## config.mk

```make
export PLATFORM = sky130hd
export DESIGN_NAME = cfg_route
export DESIGN_NICKNAME = d
export VERILOG_FILES = /design/src/rtl/cfg_route_pkg.sv /design/src/rtl/cfg_route_decode.sv /design/src/rtl/cfg_route_lanes.sv /design/src/rtl/cfg_route.sv
export SDC_FILE = /design/constraint.sdc
export NUM_CORES = 1
export LEC_CHECK = 0
export ABC_AREA = 1
export ABC_CLOCK_PERIOD_IN_PS = 2800
export CAP_MARGIN = 20
export CORE_AREA = 2 2 176 178
export DETAILED_ROUTE_END_ITERATION = 8
export DIE_AREA = 0 0 178 180
export GPL_TIMING_DRIVEN = 0
export PLACE_DENSITY_LB_ADDON = 0.15
export SYNTH_ARGS = -nofsm -noshare
export SYNTH_HDL_FRONTEND = slang
export SYNTH_SLANG_ARGS = --single-unit
```

## constraint.sdc

```tcl
create_clock -name clk -period 2.8 [get_ports clk]
set_input_delay 0.28 -clock clk [delete_from_list [all_inputs] [get_ports clk]]
set_output_delay 0.28 -clock clk [all_outputs]
set_load 0.01 [all_outputs]
```

## src/rtl/cfg_route_pkg.sv

```systemverilog
package cfg_route_pkg;

    localparam int CR_DEV_W  = 5;
    localparam int CR_FN_W   = 3;
    localparam int CR_OFF_W  = 8;
    localparam int CR_SLOT_W = CR_DEV_W + CR_FN_W;
    localparam int CR_SLOTS  = 1 << CR_SLOT_W;
    localparam int CR_DATA_W = 32;
    localparam int CR_BYTES  = CR_DATA_W / 8;
    localparam int CR_LANE_W = $clog2(CR_BYTES);
    localparam int CR_SIZE_W = CR_LANE_W + 1;

    typedef enum logic [1:0] {
        CR_IDLE = 2'd0,
        CR_FWD  = 2'd1,
        CR_RESP = 2'd2
    } cr_state_e;

    typedef struct packed {
        cr_state_e              state;
        logic                   write;
        logic [CR_SLOT_W-1:0]   slot;
        logic [CR_OFF_W-1:0]    off;
        logic [CR_SIZE_W-1:0]   size;
        logic [CR_LANE_W-1:0]   lane;
        logic [CR_BYTES-1:0]    be;
        logic [CR_DATA_W-1:0]   wdata;
        logic [CR_DATA_W-1:0]   rdata;
        logic                   err;
    } cr_regs_t;

endpackage

```

## src/rtl/cfg_route_decode.sv

```systemverilog
module cfg_route_decode
    import cfg_route_pkg::*;
#(
    parameter int                ADDR_W    = 32,
    parameter logic [ADDR_W-1:0] ADDR_MASK = ADDR_W'(32'h0000_FFFF)
) (
    input  logic [ADDR_W-1:0]    addr,
    input  logic [CR_SIZE_W-1:0] size,
    output logic [CR_SLOT_W-1:0] slot,
    output logic [CR_OFF_W-1:0]  off,
    output logic [CR_LANE_W-1:0] lane,
    output logic                 size_ok,
    output logic [CR_BYTES-1:0]  be
);

    logic [ADDR_W-1:0]    daddr;
    logic                 pow2_ok;
    logic [CR_LANE_W-1:0] align_mask;

    assign daddr = addr & ADDR_MASK;
    assign slot  = daddr[CR_OFF_W +: CR_SLOT_W];
    assign off   = daddr[CR_OFF_W-1:0];
    assign lane  = daddr[CR_LANE_W-1:0];

    // legal sizes are the powers of two up to the bus width
    always_comb begin
        pow2_ok = 1'b0;
        for (int k = 0; k <= CR_LANE_W; k++) begin
            if (size == CR_SIZE_W'(1 << k)) pow2_ok = 1'b1;
        end
    end

    // low address bits must be zero within the access width
    assign align_mask = size[CR_LANE_W-1:0] - CR_LANE_W'(1);
    assign size_ok    = pow2_ok && ((lane & align_mask) == '0);

    for (genvar g = 0; g < CR_BYTES; g++) begin : g_be
        assign be[g] = size_ok && (g >= int'(lane)) && (g < int'(lane) + int'(size));
    end

endmodule

```

## src/rtl/cfg_route_lanes.sv

```systemverilog
module cfg_route_lanes
    import cfg_route_pkg::*;
(
    input  logic [CR_SIZE_W-1:0] acc_size,
    input  logic [CR_LANE_W-1:0] acc_lane,
    input  logic [CR_DATA_W-1:0] acc_wdata,
    output logic [CR_DATA_W-1:0] acc_wlanes,
    output logic [CR_DATA_W-1:0] acc_ones,
    input  logic [CR_SIZE_W-1:0] hold_size,
    input  logic [CR_LANE_W-1:0] hold_lane,
    input  logic [CR_DATA_W-1:0] hold_lanes_in,
    output logic [CR_DATA_W-1:0] hold_rdata
);

    logic [CR_DATA_W-1:0] acc_narrow;
    logic [CR_DATA_W-1:0] hold_shifted;

    assign hold_shifted = hold_lanes_in >> {hold_lane, 3'b000};

    for (genvar g = 0; g < CR_BYTES; g++) begin : g_byte
        logic acc_keep;
        logic hold_keep;
        assign acc_keep  = g < int'(acc_size);
        assign hold_keep = g < int'(hold_size);
        assign acc_narrow[g*8 +: 8] = acc_keep  ? acc_wdata[g*8 +: 8]    : 8'h00;
        assign acc_ones[g*8 +: 8]   = acc_keep  ? 8'hFF                  : 8'h00;
        assign hold_rdata[g*8 +: 8] = hold_keep ? hold_shifted[g*8 +: 8] : 8'h00;
    end

    assign acc_wlanes = acc_narrow << {acc_lane, 3'b000};

endmodule

```

## src/rtl/cfg_route.sv

```systemverilog
module cfg_route
    import cfg_route_pkg::*;
#(
    parameter int                ADDR_W    = 32,
    parameter logic [ADDR_W-1:0] ADDR_MASK = ADDR_W'(32'h0000_FFFF)
) (
    input  logic                 clk,
    input  logic                 rst_n,
    input  logic                 req_valid,
    output logic                 req_ready,
    input  logic                 req_write,
    input  logic [ADDR_W-1:0]    req_addr,
    input  logic [CR_SIZE_W-1:0] req_size,
    input  logic [CR_DATA_W-1:0] req_wdata,
    input  logic [CR_SLOTS-1:0]  present,
    output logic                 rsp_valid,
    output logic                 rsp_err,
    output logic [CR_DATA_W-1:0] rsp_rdata,
    output logic                 dn_valid,
    output logic                 dn_write,
    output logic [CR_SLOT_W-1:0] dn_slot,
    output logic [CR_OFF_W-1:0]  dn_off,
    output logic [CR_SIZE_W-1:0] dn_size,
    output logic [CR_BYTES-1:0]  dn_be,
    output logic [CR_DATA_W-1:0] dn_wdata,
    input  logic                 dn_rd_valid,
    input  logic [CR_DATA_W-1:0] dn_rd_data,
    input  logic                 dn_wr_done
);

    cr_regs_t q, d;

    logic [CR_SLOT_W-1:0] acc_slot;
    logic [CR_OFF_W-1:0]  acc_off;
    logic [CR_LANE_W-1:0] acc_lane;
    logic                 acc_ok;
    logic [CR_BYTES-1:0]  acc_be;
    logic [CR_DATA_W-1:0] acc_wlanes;
    logic [CR_DATA_W-1:0] acc_ones;
    logic [CR_DATA_W-1:0] hold_rdata;
    logic                 dn_done;

    cfg_route_decode #(
        .ADDR_W    (ADDR_W),
        .ADDR_MASK (ADDR_MASK)
    ) u_decode (
        .addr    (req_addr),
        .size    (req_size),
        .slot    (acc_slot),
        .off     (acc_off),
        .lane    (acc_lane),
        .size_ok (acc_ok),
        .be      (acc_be)
    );

    cfg_route_lanes u_lanes (
        .acc_size      (req_size),
        .acc_lane      (acc_lane),
        .acc_wdata     (req_wdata),
        .acc_wlanes    (acc_wlanes),
        .acc_ones      (acc_ones),
        .hold_size     (q.size),
        .hold_lane     (q.lane),
        .hold_lanes_in (dn_rd_data),
        .hold_rdata    (hold_rdata)
    );

    assign dn_done = q.write ? dn_wr_done : dn_rd_valid;

    always_comb begin
        d = q;
        unique case (q.state)
            CR_IDLE: begin
                if (req_valid) begin
                    d.write = req_write;
                    d.slot  = acc_slot;
                    d.off   = acc_off;
                    d.size  = req_size;
                    d.lane  = acc_lane;
                    d.be    = acc_be;
                    d.wdata = req_write ? acc_wlanes : '0;
                    d.rdata = '0;
                    d.err   = 1'b0;
                    if (!acc_ok) begin
                        d.state = CR_RESP;
                        d.err   = 1'b1;
                        d.be    = '0;
                        d.wdata = '0;
                    end else if (!present[acc_slot]) begin
                        d.state = CR_RESP;
                        d.err   = req_write;
                        d.rdata = req_write ? '0 : acc_ones;
                    end else begin
                        d.state = CR_FWD;
                    end
                end
            end
            CR_FWD: begin
                if (dn_done) begin
                    d.state = CR_RESP;
                    d.rdata = q.write ? '0 : hold_rdata;
                end
            end
            CR_RESP: begin
                d.state = CR_IDLE;
                d.err   = 1'b0;
            end
            default: d.state = CR_IDLE;
        endcase
    end

    always_ff @(posedge clk or negedge rst_n) begin
        if (!rst_n) begin
            q <= '{state: CR_IDLE, default: '0};
        end else begin
            q <= d;
        end
    end

    assign req_ready = (q.state == CR_IDLE);
    assign rsp_valid = (q.state == CR_RESP);
    assign rsp_err   = rsp_valid && q.err;
    assign rsp_rdata = rsp_valid ? q.rdata : '0;
    assign dn_valid  = (q.state == CR_FWD);
    assign dn_write  = q.write;
    assign dn_slot   = q.slot;
    assign dn_off    = q.off;
    assign dn_size   = q.size;
    assign dn_be     = q.be;
    assign dn_wdata  = q.wdata;

    AST_BE_COUNT: assert property (@(posedge clk) disable iff (!rst_n)
        dn_valid |-> ($countones(dn_be) == int'(dn_size)));

    AST_SIZE_LEGAL: assert property (@(posedge clk) disable iff (!rst_n)
        dn_valid |-> (dn_size == 3'd1 || dn_size == 3'd2 || dn_size == 3'd4));

    AST_ALIGNED: assert property (@(posedge clk) disable iff (!rst_n)
        dn_valid |-> ((dn_off[1:0] & (dn_size[1:0] - 2'd1)) == 2'd0));

    AST_DN_HOLD: assert property (@(posedge clk) disable iff (!rst_n)
        (dn_valid && !dn_done) |=> (dn_valid &&
            $stable({dn_write, dn_slot, dn_off, dn_size, dn_be, dn_wdata})));

    AST_RSP_PULSE: assert property (@(posedge clk) disable iff (!rst_n)
        rsp_valid |=> (!rsp_valid && req_ready));

    AST_ERR_LOCAL: assert property (@(posedge clk) disable iff (!rst_n)
        rsp_err |-> !$past(dn_valid));

    AST_NARROW_BYTE: assert property (@(posedge clk) disable iff (!rst_n)
        (rsp_valid && q.size == 3'd1) |-> (rsp_rdata[CR_DATA_W-1:8] == '0));

endmodule

```

==> results of run 1 <==
-- cell families after synthesis --
family	count (synthesis)	synth area share
compound gates	163	0.119
xor+xnor	1	0.00109
fa+ha+maj	6	0.0103
buf+inv	233	0.142
flops	91	0.284
simple gates	838	0.444
-- layer usage --
layer  part of all wire  GRT usage
met2               0.49      0.464
met1               0.40      0.318
met3              0.077     0.0560
met4              0.036      0.103
met5                  0          0
-- repair_timing --
item                                   4_1_cts  5_1_grt
endpoints found under the hold margin       25        0
setup buffers                                0        0
setup endpoints to repair                    0        7
gates resized for setup                      0        1
hold buffers                                 1        0
-- critical path, cell delays in order --
cell             delay [ns]
clkdlybuf4s50_1        0.52
buf_2                  0.24
buf_2                  0.28
nand2_1                0.13
nand3_1                0.12
nand3_1                0.19
nand3_1                0.16
nand3_1                0.10
nand2_1                0.12
nand2_1                0.06
nand3_1                0.09
nand3_2                0.19
nand4_2                0.28
a21oi_1                0.11
-- state kept, by name, summed over array words and instances, names as in the netlist --
signal    cells
q            35
dn_size       3
dn_wdata     32
dn_write      1
dn_off        8
dn_be         4
dn_slot       8
-- power groups by stage --
stage / clock network, mW / logic [mW] / registers [mW]
after floorplan: 0 / 1.62 / 1.85
after global placement: 0 / 3.15 / 1.90
after detailed placement: 0 / 3.15 / 1.92
after CTS: 1.28 / 3.17 / 1.90
after global routing: 1.34 / 3.47 / 1.95
final: 1.25 / 3.16 / 1.89
-- worst max-delay path by stage --
stage,start,end,slack [ns],cells past startpoint
after floorplan,q[92]$_DFFE_PN0P_,dn_be[0]$_DFFE_PN0P_,1.02,7
after global placement,rst_n,dn_wdata[27]$_DFFE_PN0P_,-2.20,1
after detailed placement,req_addr[9],q[21]$_DFFE_PN0P_,-0.21,13
after CTS,req_addr[9],q[29]$_DFFE_PN0P_,0.16,13
after global routing,req_addr[8],q[22]$_DFFE_PN0P_,-0.01,15
final,req_addr[8],q[29]$_DFFE_PN0P_,0.14,14
-- stage by stage --
step	total power [mW]	hold WS (ns)	setup TNS [ns]	cell area (sq um)
final	6.30	0.389	0	13200
after floorplan	3.46	-0.0156	0	8010
after global placement	5.06	0.457	-204.40	12800
after detailed placement	5.07	0.230	-5.67	12900
after CTS	6.35	0.398	0	13200
after global routing	6.76	0.417	-0.0290	13200
-- area by class of cell --
| type | instances | share of cell area |
|---|---|---|
| Antenna cell | 4 | 0.000760 |
| Clock inverter | 7 | 0.00532 |
| Tap cell | 396 | 0.0376 |
| Buffer | 147 | 0.0619 |
| Sequential cell | 91 | 0.173 |
| Multi-Input combinational cell | 1008 | 0.349 |
| Clock buffer | 9 | 0.0171 |
| Timing Repair Buffer | 434 | 0.331 |
| Inverter | 86 | 0.0245 |
-- cells in the mapped netlist (all sizes together) --
master / count
nor4: 1
nor2: 101
buf: 108
a221o: 7
clkbuf: 39
nor3: 9
a31o: 1
nand4: 4
a21oi: 65
fa: 1
nand3: 270
a31oi: 2
inv: 82
o21ai: 65
dfrtp: 91
xnor2: 1
a211oi: 5
nand2: 453
a32o: 12
a22oi: 5
ha: 5
o2111ai: 1
clkinv: 4
-- layout by cell type, fill, tap and decap left out, types with 2 or more instances in the layout --
| master | synthesis | final |
|---|---|---|
| dfrtp_1 | 91 | 91 |
| nor2_1 | 99 | 99 |
| diode_2 | 0 | 4 |
| o21ai_0 | 51 | 51 |
| buf_1 | 10 | 10 |
| a211oi_1 | 5 | 5 |
| inv_1 | 79 | 79 |
| a22oi_1 | 5 | 5 |
| nor3_1 | 9 | 9 |
| buf_2 | 43 | 42 |
| buf_4 | 55 | 56 |
| clkdlybuf4s50_1 | 0 | 431 |
| nor2_2 | 2 | 2 |
| inv_8 | 0 | 2 |
| o21ai_1 | 13 | 13 |
| clkbuf_1 | 39 | 39 |
| nand3_2 | 2 | 2 |
| inv_2 | 3 | 3 |
| a32o_1 | 12 | 12 |
| clkbuf_16 | 0 | 9 |
| a221o_1 | 7 | 7 |
| a31oi_1 | 2 | 2 |
| nand3_1 | 268 | 268 |
| a21oi_1 | 65 | 65 |
| clkinvlp_4 | 0 | 3 |
| nand4_2 | 4 | 4 |
| clkinv_1 | 4 | 4 |
| ha_1 | 5 | 5 |
| nand2_1 | 453 | 453 |
==> results.md, run 1 <==
Status:
- The flow ran to the end, and the final reports show no timing, DRC or antenna violations.

Critical path:
- The worst setup path is of the input pin to flip-flop kind.
- The worst reg-to-reg path cell count is 9.
- STA classifies the critical path startpoint as an input pin.
- The setup check on the worst reg-to-reg path leaves a slack of 0.46 ns.
- The worst register-to-register path ends at dn_wdata[11]$_DFFE_PN0P_.
- Of all nets on the critical path, the largest fanout is 10.
- STA puts the critical path data arrival time at 2.89 ns.
- Data on the critical path is required at its endpoint by 3.02 ns.
- The kind of capture point of the worst setup path is a flip-flop.
- In this run the critical register-to-register path is launched from q[92]$_DFFE_PN0P_.

GRT:
- Entering global routing, the biggest net connects 67 pins.
- The total routing resource utilization after global routing is 0.266.
- The first global-routing pass estimated 64300 um of wire.
- The number of global-route vias before repair is 10800.
- The number of antenna violations at the first check in global routing was 4.
- The aggregate global routing overflow is 0.

Floorplanning:
- The x dimension of the die is 178 um.
- The die outline height is 180 um.
- In this run the core area contains 64 standard-cell rows.
- The initial utilization of the core area, before any placement, comes to 0.265.
- The core area is 30200 sq um.
- The number of I/O pins is 453.
- The die covers 32000 sq um.

Flow run:
- The number of maximum-capacitance violations is 0.

Synthesis:
- In the synthesized netlist, the number of instances is 1332.
- Yosys attributes the largest share of cell area to dfrtp_1 (28%), nand2_1 (21%), nand3_1 (17%).
- The average size of a mapped cell is 6.01 sq um.
- After synthesis the netlist holds a flip-flop and latch count of 91.
- The sequential share of the synthesized area is 0.284.
- The Yosys warning count is 0.
- The share of synthesized area in the top cell type comes to 0.284.
- The cell area that synthesis handed to floorplanning was 8010 sq um.
- The post-synthesis net count is 1699.
- Yosys mapped the design onto 30 distinct sky130hd cell types.
- The largest area contributor in the netlist is dfrtp_1.

Detailed routing:
- After detailed routing, the number of vias per cell comes to 4.85.
- For this run, design rule violations remaining after detail routing come to 0.
- The number of iterations in the first detailed-routing pass is 7.
- The number of nets still failing antenna checks after routing is 0.
- After detailed routing, the average wire length per cell comes to 19.8 um.
- Wires add up to 43300 um.
- The violation count after the first detailed-route iteration is 786.
- The via count is 10600.

Pwr:
- The part of the total power dissipated in sequential elements is 0.301.
- Internal power comes to 3.76 mW.
- The clock share of power is 0.198.
- The leakage dissipation is 6.00 nW.
- Of the total power, the share spent switching nets is 0.402.
- For this design the total switching power over the nets is 2.53 mW.
- The share of power burned in combinational logic is 0.501.
- The worst-case IR drop observed on VDD is 0.304 mV.
- Power spread over the standard cell area amounts to 478 nW/um^2.

Layout:
- The synthesis-to-finish area growth is 64.5%.
- In the final layout, flip-flops and latches occupy 2280 sq um.
- The number of non-filler instances in the completed layout is 2182.
- The filler cells instantiated in the layout total 3274.
- The fraction of final layout cells sized beyond drive strength 1 is 0.0724.
- Summing all multi-input logic gate instances after layout gives 4590 sq um.
- Measured on the finished design, the core utilization comes to 0.436.
- The number of nets in the layout is 2144.

Placed design:
- The worst setup slack before clock tree synthesis is -0.210 ns.
- Routability-driven placement finished with a final weighted congestion of 0.954.
- The count of buffers from port buffering is 432.
- The placed wire-length estimate is 36000 um.
- The cell count after placement is 2161.

Timing:
- Setup repair after global routing could not meet its margin everywhere.
- The final critical-path setup slack is 0.136 ns.
- Static timing analysis puts the maximum clock frequency at 375 MHz.
- At the pin with the least slew margin, the transition time is 0.900 ns.
- The clock arrives with 0.0117 ns of skew.
- The number of hold violations in the final report is 0.
- The final critical delay including setup and external delays is 2.66 ns.
- The final-report setup violation count is 0.
- The worst relative slew slack is 0.396.
- The ratio of final minimum period to clock period is 0.951.
- The final number of max-transition violations is 0.

Clocking:
- Clock-pin slew was measured on the worst setup and hold paths at 0.08 ns.
- The CTS tree is yes.
- The clock tree synthesis step divided the H-tree into 3 levels.
- Counting every sink on the clock net gives 91.
- The cell sitting at the root of the clock tree is a clkbuf_16.
- TritonCTS created 9 clock buffers.
- The clock insertion delay at the later pin of the skew report is 0.36 ns.
- The maximum buffer depth of the clock tree is 2.

Hold path:
- The path category of the worst min-delay check is input pin to async pin.
No activity file was read; power rests on OpenSTA's default activity.
==> run 2: changes to the inputs <==
--- a/config.mk
+++ b/config.mk
@@ -8,11 +8,12 @@
 export ABC_AREA = 1
 export ABC_CLOCK_PERIOD_IN_PS = 2800
 export CAP_MARGIN = 20
-export CORE_AREA = 2 2 176 178
+export CORE_AREA = 2 2 174 176
 export DETAILED_ROUTE_END_ITERATION = 8
-export DIE_AREA = 0 0 178 180
+export DIE_AREA = 0 0 176 178
 export GPL_TIMING_DRIVEN = 0
 export PLACE_DENSITY_LB_ADDON = 0.15
 export SYNTH_ARGS = -nofsm -noshare
 export SYNTH_HDL_FRONTEND = slang
+export SYNTH_HIERARCHICAL = 1
 export SYNTH_SLANG_ARGS = --single-unit
==> run 2 against run 1 <==
Effect of this change:
- count of clock-buffer cells in the layout stayed put
- first-iteration DRC count is 8.9% higher
- sequential share of layout area is 1.2 points lower
- synthesized area is 17% higher
- via count is 13% higher
- flip-flop and latch count is 2 higher
- critical path depth is 3 lower
- routed wire length is 5.2% higher
- critical path type unchanged
- largest power group unchanged
==> results.md, run 2 <==
Detailed routing:
- The number of nets still failing antenna checks after routing is 0.
- The remaining routing DRC violations is 0.
- The mean number of vias per cell is 4.83.
- Summed over all layers, the routed wires come to 45500 um.
- The violation count after the first detailed-route iteration is 856.
- The first detailed-routing pass took 5 iterations.
- The via count is 11900.
- The average wire per cell in the routed design is 18.4 um.

Synthesis:
- The synthesized-area fraction occupied by ao, oa, aoi and oai cells is 0.0934.
- The most common cell in the netlist is nand2_1.
- Counting flops with a built-in enable in the synthesized netlist gives 0.
- The count of different cell masters after synthesis is 28.
- Of the total synthesized cell area, the portion taken by full adders, half adders and majority gates is 0.0101.
- For this run, asynchronously set or reset flops after synthesis account for 1.00.
- By count the netlist is led by nand2_1 (625), nand3_1 (278), nor2_1 (112).
- Of the post-synthesis cell area, the dominant cell type holds 0.250.
- Of the total synthesized cell area, the portion taken by AND, OR, NAND and NOR gates is 0.467.
- The mux contribution to synthesized area is 0.
- Of the total synthesized cell area, the portion taken by XOR and XNOR cells is 0.
- The post-synthesis net count is 2004.
- Yosys printed 6 warnings.
- Summed over all instances, the cell type with the most area after synthesis is nand2_1.
- The average size of a mapped cell is 5.73 sq um.
- The main combinational cell family by area after synthesis is simple AND/OR/NAND/NOR gates.
- The predominant post-synthesis flop cell is dfrtp_1.
- After synthesis the netlist holds a flip-flop and latch count of 93.
- Summing every instance area after synthesis gives 9380 sq um.
- The share of the Yosys chip area taken by registers is 0.248.
- Synthesis produced a netlist whose cell count is 1636.
- After synthesis, the cell types taking the most area are nand2_1 (25%), dfrtp_1 (25%), nand3_1 (15%).

Timing:
- Setup repair after global routing left no endpoint under its margin.
- The final number of max-transition violations came to 0.
- The final-report setup violation count is 0.
- The ratio of final minimum period to clock period is 0.927.
- On the final layout, the worst clock skew is 0.0140 ns.
- Static timing analysis puts the maximum clock frequency at 385 MHz.
- The number of hold violations in the final report is 0.
- For the final routed database, the setup TNS stands at 0 ns.
- The routed design could run at a clock period as short as 2.59 ns.
- The worst hold slack is 0.117 ns.
- At the pin with the least slew margin, the transition time is 0.923 ns.
- Once routing completed, OpenROAD measured the worst setup slack at 0.205 ns.
- Measured against its own limit, the worst slew margin works out to 0.384.

GRT:
- The number of antenna violations at the first check in global routing was 4.
- In the global route stage, overall resource usage came out at 0.287.
- The first global-routing pass estimated 68400 um of wire.
- Entering global routing, the biggest net connects 69 pins.
- The number of global-route vias before repair was 11700.
- The aggregate global routing overflow is 0.

Floorplanning:
- The core area is 29400 sq um.
- The floorplan step defined a die boundary enclosing 31300 sq um.
- The floorplan step set the die width to 176 um.
- The starting density of the core is 0.319.
- The die is 178 um tall.
- The placement row count is 63.
- The number of I/O pins is 453.

Critical path:
- The startpoint type of the worst setup path is an input pin.
- The data arrival time of the critical path is 2.87 ns.
- At the worst endpoint, the required time is 3.08 ns.
- STA classifies the critical path endpoint as a flip-flop.
- The maximum fanout along the worst path is 10.
- The kind of critical path is input pin to flip-flop.

Hold path:
- In this run the worst hold path is classified as input pin to flip-flop.

Pwr:
- In this run the power density over the cells is 402 nW/um^2.
- The worst voltage drop across the vdd grid is 0.401 mV.
- The leakage dissipation is 7.00 nW.

Layout:
- The most common library cell in the layout ignoring fill and taps is nand2_1.
- The finished cells cover 14400 sq um.
- The final layout contains 2439 nets.
- From synthesis to final layout, the design area changed by 53.9%.
- The number of non-filler instances in the completed layout is 2470.
- Of the cells placed in the final design, the portion with a size suffix greater than 1 is 0.0963.
- In the layout the commonest cells are nand2_1 (625), clkdlybuf4s50_1 (419), nand3_1 (278), nor2_1 (112), buf_4 (107).
- Summing all flip-flop and latch instances after layout gives 2330 sq um.
- Ranked by flip-flop count, first place goes to q.
- The register with the most flip-flops in the layout has 37 of them.
- In the final layout, the multi-input gates occupy 5360 sq um.
- The total of fill cells in the finished design is 3118.

Clocking:
- The number of CTS-inserted buffers is 9.
- The maximum level of the CTS H-tree is 3.
- The clock slew at the register clock pins of the worst setup and hold paths is 0.08 ns.
- TritonCTS built the clock tree.
- CTS placed an instance of clkbuf_16 at the clock tree root.
- Counting along the longest clock path gives a buffer depth of 2.
- The clock insertion delay at the later pin of the skew report is 0.35 ns.
- The clock net sink count is 93.
- The number of buffers inserted to repair setup after CTS is 0.

Placed design:
- The cell area reported after detailed placement is 14100 sq um.
- The worst setup slack before clock tree synthesis is -0.276 ns.
- At the end of routability-driven placement, the weighted congestion stood at 0.948.
- The cell count after placement is 2449.
- Buffers placed on the I/O ports in this run total 422.
- The HPWL after detailed placement is 37900 um.

Status:
- The flow ran to the end, and the final reports show no timing, DRC or antenna violations.

Flow run:
- Across the run, the number of max-cap violations was 0.
[run 2: cell types whose count changed after synthesis, moves of 7 or more]
cell,previous run,this run
a221o_1,7,0
or2_2,0,8
nand4_1,0,8
inv_1,79,103
a21boi_1,0,30
a21oi_1,65,53
o21ai_1,13,0
nand2_1,453,625
a32o_1,12,0
nor2_1,99,112
nand3_1,268,278
buf_2,43,52
o21ai_0,51,71
buf_4,55,106
[run 2: through the flow]
step                      total power, mW   util
after floorplan                      3.19      -
after global placement               4.55  0.479
after detailed placement             4.57  0.480
after CTS                            5.83  0.490
after global routing                 6.21  0.491
final                                5.80  0.491
[run 2: critical path, cell delays in order]
cell	delay (ns)
clkdlybuf4s50_1	0.69
inv_1	0.15
ha_1	0.31
nor2_1	0.05
nor2_2	0.12
nand2_1	0.09
inv_1	0.08
clkbuf_1	0.39
buf_1	0.41
nand2_1	0.13
o21ai_0	0.18
[run 2: cells by family after synthesis]
logic type	Yosys count
compound gates	158
fa+ha+maj	7
buf+inv	325
flops	93
simple gates	1053
[run 2: path summary, 6_finish.rpt]
path	from	end	slack [ns]	cells after the start
worst min register to register	dn_off[0]$_DFFE_PN0P_	dn_off[0]$_DFFE_PN0P_	0.49	2
worst max-delay path	req_size[0]	dn_wdata[27]$_DFFE_PN0P_	0.21	11
min in group asynchronous	rst_n	q[28]$_DFFE_PN0P_	0.39	2
worst max register to register	q[91]$_DFFE_PN0P_	q[26]$_DFFE_PN0P_	0.54	8
max in group asynchronous	rst_n	dn_wdata[11]$_DFFE_PN0P_	1.74	3
worst min-delay path	req_addr[7]	dn_off[7]$_DFFE_PN0P_	0.12	3
[run 2: what timing repair did]
action	in CTS	in global routing
setup endpoints to repair	0	41
hold buffers	1	0
endpoints found under the hold margin	25	0
gates resized for setup	0	6
[run 2: metal layers]
metal  routed length [um]  part of all wire  GRT usage
met3                 3050             0.067     0.0548
met1                19000              0.42      0.357
met5                    0                 0          0
met4                 1460             0.032     0.0926
met2                22000              0.48      0.501
[run 2: layout make-up]
class,count,share of cell area
Multi-Input combinational cell,1218,0.371
Timing Repair Buffer,424,0.295
Sequential cell,93,0.161
Buffer,213,0.0886
Tap cell,390,0.0338
Inverter,112,0.0291
Clock buffer,9,0.0156
Clock inverter,7,0.00468
Antenna cell,4,0.000693
[run 2: report_power, final]
part / switching [mW] / internal, mW
Sequential: 0.123 / 1.57
Clock: 0.617 / 0.627
Combinational: 1.52 / 1.34
